--- config.mk ---
export PLATFORM = sky130hd
export DESIGN_NAME = ptradj_unit
export DESIGN_NICKNAME = d
export VERILOG_FILES = /design/src/rtl/ptradj_pkg.sv /design/src/rtl/ptradj_decode.sv /design/src/rtl/ptradj_alu.sv /design/src/rtl/ptradj_ptrfile.sv /design/src/rtl/ptradj_retseq.sv /design/src/rtl/ptradj_unit.sv
export SDC_FILE = /design/constraint.sdc
export NUM_CORES = 1
export LEC_CHECK = 0
export BUFFER_PORTS_ARGS = -buffer_cell sky130_fd_sc_hd__buf_4
export CORE_AREA = 2 2 111 81
export DETAILED_ROUTE_END_ITERATION = 6
export DIE_AREA = 0 0 113 83
export PLACE_DENSITY = 0.81
export SLEW_MARGIN = 20
export SYNTH_ARGS = -nofsm -noshare
export SYNTH_HDL_FRONTEND = slang
export SYNTH_SLANG_ARGS = --single-unit
export TNS_END_PERCENT = 5
--- constraint.sdc ---
create_clock -name clk -period 5.11 [get_ports clk]
set_input_delay 0.7665 -clock clk [delete_from_list [all_inputs] [get_ports clk]]
set_output_delay 0.7665 -clock clk [all_outputs]
set_load 0.05 [all_outputs]
--- src/rtl/ptradj_pkg.sv ---
package ptradj_pkg;

    // Core dimensions
    localparam int INSTR_W = 16;
    localparam int PTR_W   = 12;
    localparam int PC_W    = 21;
    localparam int LIT_W   = 6;
    localparam int SEL_W   = 2;
    localparam int NUM_PTR = 3;
    localparam int IDX_W   = $clog2(NUM_PTR);

    // Opcode group: upper bits common to add and subtract
    localparam int GRP_W   = INSTR_W - 1 - SEL_W - LIT_W;
    localparam logic [GRP_W-1:0] GRP_CODE = 7'b1110100;
    localparam int SUB_BIT = LIT_W + SEL_W;

    // Select code that means "pointer 2 plus return"
    localparam logic [SEL_W-1:0] SEL_RET = '1;
    localparam logic [IDX_W-1:0] RET_IDX = IDX_W'(2);

    typedef struct packed {
        logic             hit;
        logic             is_sub;
        logic             with_ret;
        logic [IDX_W-1:0] idx;
        logic [LIT_W-1:0] lit;
    } adj_cmd_t;

    typedef enum logic [1:0] {
        SEQ_IDLE = 2'd0,
        SEQ_POP  = 2'd1,
        SEQ_NOP  = 2'd2
    } seq_state_t;

    function automatic logic [PTR_W-1:0] apply_lit(
        input logic [PTR_W-1:0] cur,
        input logic [LIT_W-1:0] lit,
        input logic             is_sub
    );
        logic [PTR_W-1:0] ext;
        ext = {{(PTR_W-LIT_W){1'b0}}, lit};
        return is_sub ? (cur - ext) : (cur + ext);
    endfunction

endpackage

--- src/rtl/ptradj_decode.sv ---
module ptradj_decode
    import ptradj_pkg::*;
(
    input  logic [INSTR_W-1:0] word,
    output adj_cmd_t           cmd
);
    logic [SEL_W-1:0] sel;

    assign sel = word[LIT_W +: SEL_W];

    always_comb begin
        cmd.hit      = (word[INSTR_W-1 -: GRP_W] == GRP_CODE);
        cmd.is_sub   = word[SUB_BIT];
        cmd.with_ret = (sel == SEL_RET);
        cmd.idx      = cmd.with_ret ? RET_IDX : IDX_W'(sel);
        cmd.lit      = word[LIT_W-1:0];
    end
endmodule

--- src/rtl/ptradj_alu.sv ---
module ptradj_alu
    import ptradj_pkg::*;
(
    input  logic [NUM_PTR-1:0][PTR_W-1:0] bank,
    input  adj_cmd_t                      cmd,
    output logic [PTR_W-1:0]              result
);
    logic [PTR_W-1:0] cur;

    always_comb begin
        cur = '0;
        for (int i = 0; i < NUM_PTR; i++) begin
            if (cmd.idx == IDX_W'(i)) cur = bank[i];
        end
        result = apply_lit(cur, cmd.lit, cmd.is_sub);
    end
endmodule

--- src/rtl/ptradj_ptrfile.sv ---
module ptradj_ptrfile
    import ptradj_pkg::*;
(
    input  logic                          clk,
    input  logic                          rst,
    input  logic                          wr_en,
    input  logic [IDX_W-1:0]              wr_idx,
    input  logic [PTR_W-1:0]              wr_data,
    output logic [NUM_PTR-1:0][PTR_W-1:0] bank
);
    for (genvar g = 0; g < NUM_PTR; g++) begin : g_ptr
        logic [PTR_W-1:0] r_q;
        always_ff @(posedge clk) begin
            if (rst) begin
                r_q <= '0;
            end else if (wr_en && (wr_idx == IDX_W'(g))) begin
                r_q <= wr_data;
            end
        end
        assign bank[g] = r_q;
    end
endmodule

--- src/rtl/ptradj_retseq.sv ---
module ptradj_retseq
    import ptradj_pkg::*;
(
    input  logic            clk,
    input  logic            rst,
    input  logic            fire,
    input  logic            with_ret,
    input  logic [PC_W-1:0] tos_value,
    input  logic [PC_W-1:0] pc_in,
    output logic            idle,
    output logic            busy,
    output logic            pop,
    output logic [PC_W-1:0] pc_next
);
    seq_state_t       state_q;
    logic [PC_W-1:0]  pc_q;

    always_ff @(posedge clk) begin
        if (rst) begin
            state_q <= SEQ_IDLE;
            pc_q    <= '0;
        end else begin
            unique case (state_q)
                SEQ_IDLE: begin
                    if (fire) begin
                        if (with_ret) begin
                            state_q <= SEQ_POP;
                            pc_q    <= tos_value;
                        end else begin
                            pc_q    <= pc_in + PC_W'(1);
                        end
                    end
                end
                SEQ_POP: state_q <= SEQ_NOP;
                SEQ_NOP: state_q <= SEQ_IDLE;
                default: state_q <= SEQ_IDLE;
            endcase
        end
    end

    assign idle    = (state_q == SEQ_IDLE);
    assign busy    = !idle;
    assign pop     = (state_q == SEQ_POP);
    assign pc_next = pc_q;
endmodule

--- src/rtl/ptradj_unit.sv ---
module ptradj_unit
    import ptradj_pkg::*;
(
    input  logic               clk,
    input  logic               rst,
    input  logic               instr_valid,
    input  logic [INSTR_W-1:0] instr_word,
    input  logic [PC_W-1:0]    tos_value,
    input  logic [PC_W-1:0]    pc_in,
    output logic [PTR_W-1:0]   ptr0_q,
    output logic [PTR_W-1:0]   ptr1_q,
    output logic [PTR_W-1:0]   ptr2_q,
    output logic               stack_pop,
    output logic [PC_W-1:0]    pc_next,
    output logic               busy
);
    adj_cmd_t                      cmd;
    logic [NUM_PTR-1:0][PTR_W-1:0] bank;
    logic [PTR_W-1:0]              new_val;
    logic                          seq_idle;
    logic                          fire;

    ptradj_decode u_dec (
        .word (instr_word),
        .cmd  (cmd)
    );

    ptradj_alu u_alu (
        .bank   (bank),
        .cmd    (cmd),
        .result (new_val)
    );

    assign fire = instr_valid && cmd.hit && seq_idle;

    ptradj_ptrfile u_ptrs (
        .clk     (clk),
        .rst     (rst),
        .wr_en   (fire),
        .wr_idx  (cmd.idx),
        .wr_data (new_val),
        .bank    (bank)
    );

    ptradj_retseq u_seq (
        .clk       (clk),
        .rst       (rst),
        .fire      (fire),
        .with_ret  (cmd.with_ret),
        .tos_value (tos_value),
        .pc_in     (pc_in),
        .idle      (seq_idle),
        .busy      (busy),
        .pop       (stack_pop),
        .pc_next   (pc_next)
    );

    assign ptr0_q = bank[0];
    assign ptr1_q = bank[1];
    assign ptr2_q = bank[2];
endmodule

-- After elaboration in Yosys (flattened, before gate mapping)
Cells that the tools add are included.
- register bits after elaboration: 59
- latch bits: 0
- bits in writable memories: 0
- memory bits (read-only): 0
- input port bits: 61
- output and inout port bits: 59
- logic and storage cells: 34
- memories: 0
- $add $sub $neg: 3
- $mul: 0
- div/mod/pow operators: 0
- $lt $le $gt $ge: 0
- equality and inequality tests: 7
- shifts and indexed selects: 0
- multiplexer cells: 9
- bitwise gates (word level): 0
- reductions and logical operators: 10
- operators by type and width (kind ; number):
    12-bit two-way mux ; 4
    21-bit by 1-bit adder with 21-bit output (second input constant) ; 1
    21-bit two-way mux ; 1
    12-bit by 6-bit adder with 12-bit output ; 1
    12-bit by 6-bit subtractor with 12-bit output ; 1
    7-bit equality test (second input constant) ; 1
    2-bit two-way mux ; 3
    1-bit logical AND ; 5
    2-bit by 1-bit equality test with 1-bit output (second input constant) ; 2
    2-bit equality test (second input constant) ; 2
    2-bit logical NOT ; 2
    2-bit by 1-bit inequality test with 1-bit output (second input constant) ; 2
    2-bit case mux with 2 select lines ; 1
    2-bit AND reduction ; 2
    1-bit logical NOT ; 1

-- Logic depth before layout (Yosys ltp)
Gate-level depths: netlist (run 1).
- depth after elaboration: 8
- gate-level depth with buffers: 12

-- Modules after synthesis
A second synthesis (run 1) with hierarchy kept.
- cells, all modules: 474
- area, all modules: 3976.3 um2
- by module, submodules not included (module ; instances ; cells each ; area each (um2)):
    ptradj_retseq ; 1 ; 196 ; 1482.7
    ptradj_ptrfile ; 1 ; 133 ; 1475.2
    ptradj_alu ; 1 ; 131 ; 919.6
    ptradj_decode ; 1 ; 13 ; 92.6
    ptradj_unit ; 1 ; 1 ; 6.3

-- Worst setup path after synthesis (run 1)
OpenSTA, ideal clock, no wires.
- path type: input-to-reg
- start: input port instr_word[6]
- end: register u_ptrs.g_ptr[0].r_q[9]
- arrival: 3338 ps
- required time: 5026 ps
- path slack: 1688 ps
- cell stages on the path: 11
- path buffers: 2
- cell sequence: clkbuf_1 > buf_2 > mux2i_1 > o21ai_0 > ha_1 > a21o_1 > a21o_1 > a31o_2 > a2111o_1 > a21o_1 > o31ai_2
- cells in the longest elaborated chain, start to end: 8
- elaborated cells on any way between the ends: 12
- those cells by class: 2 x add/sub; 3 x eq/ne; 5 x mux; 2 x reduce/logical
- RTL lines (what ; RTL line ; RTL):
    start: declaration ; ptradj_unit.sv:7 ; input logic [INSTR_W-1:0] instr_word,
    2-bit equality test ; ptradj_decode.sv:14 ; cmd.with_ret = (sel == SEL_RET);
    2-bit two-way mux * ; ptradj_decode.sv:15 ; cmd.idx = cmd.with_ret ? RET_IDX : IDX_W'(sel);
    2-bit logical NOT ; ptradj_alu.sv:13, ptradj_ptrfile.sv:16 ;
    12-bit two-way mux (3 in series) ; ptradj_alu.sv:13 ; if (cmd.idx == IDX_W'(i)) cur = bank[i];
    12-bit by 6-bit adder with 12-bit output or 12-bit by 6-bit subtractor with 12-bit output (tied branches) ; ptradj_pkg.sv:42 ; return is_sub ? (cur - ext) : (cur + ext);
    12-bit two-way mux ; ptradj_pkg.sv:42 ;
    end signal: assignment ; ptradj_ptrfile.sv:17 ; r_q <= wr_data;
    end: declaration ; ptradj_ptrfile.sv:12 ; logic [PTR_W-1:0] r_q;
Every way passes the cells marked *; elsewhere a longest branch is shown, timed or not.
A chain may end at the register's enable or synchronous reset.

-- Worst setup path in the final report (run 1)
- start: input port instr_word[6]
- end: register u_ptrs.g_ptr[2].r_q[10]
- cells in the longest elaborated chain, start to end: 8
- elaborated cells on any way between the ends: 12
- those cells by class: 2 x add/sub; 3 x eq/ne; 5 x mux; 2 x reduce/logical
- RTL lines (what ; RTL line):
    2-bit equality test ; ptradj_decode.sv:14
    2-bit two-way mux * ; ptradj_decode.sv:15
    2-bit logical NOT ; ptradj_alu.sv:13
    12-bit two-way mux (3 in series) ; ptradj_alu.sv:13
    12-bit by 6-bit adder with 12-bit output or 12-bit by 6-bit subtractor with 12-bit output (tied branches) ; ptradj_pkg.sv:42
    12-bit two-way mux ; ptradj_pkg.sv:42
    end signal: assignment ; ptradj_ptrfile.sv:17
    end: declaration ; ptradj_ptrfile.sv:12
Marked as above.

==> reports/metrics.yaml, run 1 <==
status: "finished with violations"
violations: "DRC"
slew_violations: 0
relSlewSlack_pct: 37.4
grt_overflow: 0
ctsResizeCount: 0
antenna_left: 0
synth_edf_count: 0
syn_inst: 463
grt_usage_pct: 23.3
wirelength_um: 11200
hold_slack_ps: 459
synthTopCellsByArea: "dfxtp_1 33%, nor2_1 6.5%, nand2_1 5.6%"
routed_via_density: 5.64
die_h_um: 83
synth-compound-area-share_pct: 22.2
avgSynthCellArea_sq_um: 7.83
drc_errors: 8
syn2layout_area_growth_pct: 32.3
yosys.area.top_type: "dfxtp_1"
wl_per_cell_um: 16.6
synth_top_area_share_pct: 32.6
place_inst: 656
antenna_found_initial: 0
num_io_pins: 120
ys_seq_elements: 59
crit_slowest_cell: "a211oi_1"
nets: 637
clock_skew_ps: 5.60
synthSimpleGateAreaFrac_pct: 25.0
finalCritPeriodShare_pct: 63.2
cp.required_ps: 5280
hpwl_um: 8200
yosysMostFrequentCell: "nor2_1"
syn_area_sq_um: 3620
hold_viol: 0
drive_above_1_share_pct: 26.3
path_clk_slew_ps: 50
seq_area_frac_synth_pct: 32.6
numCtsBuffers: 9
cts_setup_buffers: 0
die_w_um: 113
worstPathCellList: "buf_4 > mux2i_1 > nor2_1 > a21oi_1 > ha_1 > fa_1 > nor2b_1 > o31a_1 > o31ai_1 > and4_1 > a211oi_1 > a211oi_1"
crit_fanout: 19
grt_pass1_wl_um: 17700
cts_buffer_depth: 2
cts_htree_levels: 3
power_density_nw_per_um2: 245
yosys.area_share.xor_xnor_pct: 6.53
syn-num-nets: 538
synth_mux_area_share_pct: 3.63
ir_drop_v: 0.000173
max_stage_delay_ps: 460
grt_pass1_vias: 3531
io_buffers: 119
cts_sinks: 59
synth_top_family_by_area: "simple AND/OR/NAND/NOR gates"
start_util_pct: 43.8
ys_warn_count: 0
rsz0062_at_grt: "false"
setup_tns_ps: 0
cts-root-buf: "clkbuf_16"
fmax_mhz: 309
finalCoreUtilization_pct: 58.0
rows: 28
drv_cap: 0
dieArea_sq_um: 9380
antenna_cells: 0
critPathCaptureType: "flip-flop"
synthAdderAreaFrac_pct: 5.04
stdcell_count: 671
holdCritPathClass: "reg -> reg"
worstSetupPathType: "in -> reg"
min_period_ps: 3230
yosys_most_used_dff: "dfxtp_1"
start_kind: "primary input"
gp_congestion: 0.911
path_common_cell: "a211oi_1"
synth_cell_types: 51
grt_max_degree: 72
firstDrtPassIters: 7
vias: 3786
cts_tree: "done"
insertion_delay_ps: 330
worst_slew_pin_slew_ps: 932
finalSetupViolCount: 0
async_flop_share_pct: 0
synthTopCellsByCount: "63 x nor2_1, 59 x dfxtp_1, 54 x nand2_1"
worstPathArrival_ps: 3410
leakage_nw: 2.01
core_sq_um: 8270
drt_iter0_drc: 252
hold_buffers: 0
==> state kept, by name, indices dropped and copies added (netlist names) <==
signal,flops
u_seq.state_q,2
u_ptrs.g_ptr.r_q,36
u_seq.pc_next,21
==> per-layer routing <==
metal / global-route usage (%) / up-vias / share of wire (%)
met2: 34.6 / 177 / 43
met1: 33.0 / 1746 / 47
li1: - / 1845 / -
met4: 5.76 / 0 / 1.3
met5: 0 / - / 0
met3: 7.23 / 18 / 8.6
==> layout by cell type (no fill, tap or decap), types with 4 or more instances in the layout <==
master and n:
ha_1 13, nand2_1 53, dfxtp_1 59, nor2_1 63, a31o_2 4, xnor2_1 15, buf_4 120, o21ai_0 16
a211oi_1 24, inv_1 10, nand3_1 13, a31oi_1 5, nand4_1 4, a211o_1 5, xor2_1 12, clkbuf_16 9
a21o_1 4, nand3b_1 13, a21oi_1 37, o21a_1 4, mux2i_1 12, nor2b_1 5, o31ai_1 5, nor3_1 13
or3_1 4
==> path summary, 6_finish.rpt <==
check,slack (ps),cells past startpoint,from,end
setup / recovery,1880,12,instr_word[6],u_ptrs.g_ptr[2].r_q[10]
setup reg to reg,2310,11,u_ptrs.g_ptr[1].r_q[0],u_ptrs.g_ptr[2].r_q[10]
hold reg to reg,460,2,u_seq.pc_next[20],u_seq.pc_next[20]
hold / removal,460,2,u_seq.pc_next[20],u_seq.pc_next[20]
==> worst max-delay path, delay by kind of cell <==
| kind | cells | cell delay (ps) |
|---|---|---|
| AOI/OAI and AO/OA | 5 | 1030 |
| buffers and inverters | 1 | 290 |
| muxes | 1 | 120 |
| adders and majority gates | 2 | 650 |
| and+or+nand+nor | 3 | 540 |
==> power breakdown <==
part           switching [mW]  internal, mW
Combinational          0.0849        0.0643
Sequential           0.000538         0.462
Clock                   0.202         0.363
Total                   0.288         0.889
==> cell type report <==
| class | instances | area [sq um] |
|---|---|---|
| Fill cell | 787 | 3470 |
| Multi-Input combinational cell | 362 | 2260 |
| Sequential cell | 59 | 1180 |
| Timing Repair Buffer | 120 | 901 |
| Clock buffer | 13 | 270 |
| Tap cell | 105 | 131 |
| Inverter | 10 | 37.5 |
| Clock inverter | 2 | 10.0 |
==> stage by stage <==
stage                     power [mW]  instance area (sq um)  worst slack (ps)
after detailed placement       0.618                   4510              1650
after global placement         0.615                   4510              1760
final                           1.18                   4790              1880
after CTS                       1.18                   4790              1970
after global routing            1.22                   4790              1800
after floorplan                0.554                   3620              1690
==> cells by family (layout without fill, tap and decap cells) <==
logic type / count (synthesis) / in the layout
mux: 13 / 13
flops: 59 / 59
xor+xnor: 27 / 27
simple gates: 188 / 188
fa+ha+maj: 14 / 14
buf+inv: 42 / 145
compound gates: 120 / 120
(Power assumes the default switching activity.)
==> run 2, diff against run 1 <==
- ABC_AREA: not set -> 1
- CORE_AREA: 2 2 111 81 -> 2 2 116 84
- DIE_AREA: 0 0 113 83 -> 0 0 118 86
- PLACE_DENSITY: 0.81 -> 0.83
- clock period: 5.11 -> 2.77 ns (I/O delays scaled with it)
==> reports/metrics.yaml, run 2 <==
synthSimpleGateAreaFrac_pct: 34.0  # +9.0 points
insertion_delay_ps: 330  # about the same
drv_cap: 0  # unchanged
yosys.area.top_type: "dfxtp_1"
cts_sinks: 59  # unchanged
critPathCaptureType: "flip-flop"
synth-compound-area-share_pct: 17.4  # -4.7 points
die_w_um: 118  # +4.4%
grt_pass1_wl_um: 20900  # +18%
core_sq_um: 8960  # +8.4%
synth_edf_count: 0  # unchanged
synthTopCellsByCount: "135 x nand2_1, 82 x inv_1, 76 x nor2_1"
min_period_ps: 2410
setup_tns_ps: 0  # unchanged
synth_top_family_by_area: "simple AND/OR/NAND/NOR gates"
async_flop_share_pct: 0  # unchanged
wl_per_cell_um: 15.2  # -9.0%
gp_congestion: 0.965  # +5.9%
cts_buffer_depth: 2  # unchanged
ir_drop_v: 0.000239  # +38%
holdCritPathClass: "in -> reg"
fill_cells: 885  # +12%
cts_tree: "done"
top_register: "u_ptrs.g_ptr.r_q"
yosysMostFrequentCell: "nand2_1"
finalWorstSetupSlack_ps: 356  # -1520 ps
place_ws_ps: 31.6  # -1620 ps
finalSetupViolCount: 0  # unchanged
hold_buffers: 0  # unchanged
power_density_nw_per_um2: 468  # +91%
path_clk_slew_ps: 60  # about the same
yosys.area_share.xor_xnor_pct: 2.43  # -4.1 points
syn_inst: 614  # +33%
leakage_nw: 2.63  # +31%
place_inst: 844  # +29%
start_kind: "primary input"
cts_setup_buffers: 0  # unchanged
ys_warn_count: 0  # unchanged
antenna_found_initial: 0  # unchanged
fmax_mhz: 414
drive_above_1_share_pct: 23.4  # -3.0 points
syn_area_sq_um: 3960  # +9.4%
cts_htree_levels: 3  # unchanged
dieArea_sq_um: 10100  # +8.2%
die_h_um: 86  # +3.6%
syn-num-nets: 689  # +28%
seq_area_frac_synth_pct: 29.8  # -2.8 points
yosys_most_used_dff: "dfxtp_1"
synth_mux_area_share_pct: 0  # -3.6 points
grt_pass1_vias: 4215  # +19%
num_io_pins: 120  # unchanged
ctsResizeCount: 0  # unchanged
stdcell_count: 860  # +28%
synth_top_area_share_pct: 29.8  # -2.8 points
slew_violations: 0  # unchanged
layout_commonest_cell: "nand2_1"
worstSetupPathType: "in -> reg"
io_buffers: 119  # unchanged
rsz0062_at_grt: "false"
antenna_left: 0  # unchanged
synthAdderAreaFrac_pct: 4.61  # -0.43 points
grt_max_degree: 32  # -56%
final_cell_mix: "135 x nand2_1, 125 x buf_4, 82 x inv_1"
vias: 4511  # +19%
nets: 806  # +27%
synthTopCellsByArea: "dfxtp_1 30%, nand2_1 13%, inv_1 7.8%"
status: "completed"
cts-root-buf: "clkbuf_16"
synth_cell_types: 37  # -27%
start_util_pct: 44.2  # +0.39 points
hold_viol: 0  # unchanged
drc_errors: 0  # -8
grt_usage_pct: 26.0  # +2.7 points
finalCritPeriodShare_pct: 87.2
syn2layout_area_growth_pct: 33.1
grt_overflow: 0  # unchanged
rows: 29  # +3.6%
relSlewSlack_pct: 46.3  # +8.9 points
ys_seq_elements: 59  # unchanged
numCtsBuffers: 9  # unchanged
firstDrtPassIters: 5  # -2
worstPathArrival_ps: 2620  # -790 ps
worst_slew_pin_slew_ps: 805  # -128 ps
clock_skew_ps: 10.2  # +4.63 ps
cp.required_ps: 2980  # -2300 ps
largest_register_ffs: 36  # unchanged
antenna_cells: 0  # unchanged
hpwl_um: 10100  # +23%
drt_iter0_drc: 455  # +81%
holdPathStages: 3  # +1
avgSynthCellArea_sq_um: 6.45  # -18%
wirelength_um: 13000  # +17%
reg2reg_depth: 9  # -2
crit_fanout: 9  # -10
routed_via_density: 5.25  # -7.0%
-- run 2: cell count changes after synthesis, sizes merged, moves of 11 or more --
cell / previous run / this run
nand3: 13 / 51
nand2: 54 / 141
a21oi: 37 / 66
nor2: 63 / 86
xnor2: 15 / 4
a211oi: 24 / 0
mux2i: 12 / 0
inv: 10 / 89
clkbuf: 21 / 4
o21ai: 18 / 43
-- run 2: area by class of cell --
class	instances	area [sq um]	share of cell area, %
timing repair buffer	125	938	17.8
inverter	89	334	6.33
multi-input combinational	447	2320	43.9
clock inverter	3	67.6	1.28
tap	124	155	2.94
sequential	59	1180	22.4
clock buffer	13	280	5.31
-- run 2: logic make-up (layout without fill, tap and decap cells) --
group                    count (synthesis)  after routing
AND/OR/NAND/NOR                        296            296
AO/OA/AOI/OAI                          126            126
buffers and inverters                  108            230
flip-flops                              59             59
adder cells (fa/ha/maj)                 14             14
XOR/XNOR                                11             11
-- run 2: final timing paths --
kind / startpoint / endpoint / slack, ps
worst max-delay path: instr_word[7] / u_ptrs.g_ptr[2].r_q[6] / 360
worst max register to register: u_ptrs.g_ptr[2].r_q[0] / u_ptrs.g_ptr[2].r_q[6] / 570
worst min-delay path: tos_value[3] / u_seq.pc_next[3] / 370
worst min register to register: u_seq.state_q[0] / u_seq.state_q[1] / 460
-- run 2: worst max-delay path, stage by stage --
cell and delay (ps):
buf_4 160, nor2_1 150, buf_4 200, inv_2 80
o221ai_1 230, inv_1 100, fa_1 480, o21ai_1 280
a21oi_1 140, xor2_1 270, a21oi_1 110
-- run 2: where the power goes --
group	internal, mW	total (mW)	switching (mW)
sequential	0.851	0.853	0.00130
combinational	0.129	0.335	0.206
clock	0.885	1.28	0.398
total	1.87	2.47	0.605
-- run 2: stage by stage --
step | hold slack [ps] | area, sq um | total power [mW] | util, %
after floorplan | 441 | 3960 | 1.05 | -
after global placement | 452 | 4930 | 1.19 | 55.0
after detailed placement | 454 | 4930 | 1.20 | 55.0
after CTS | 357 | 5270 | 2.49 | 58.8
after global routing | 357 | 5270 | 2.57 | 58.8
final | 367 | 5270 | 2.47 | 58.8
-- run 2: metal layers --
metal  wire length, um  track usage, %
met2              5350            38.7
met4               161            8.21
met3              1520            6.38
met5                 0               0
met1              6000            37.0
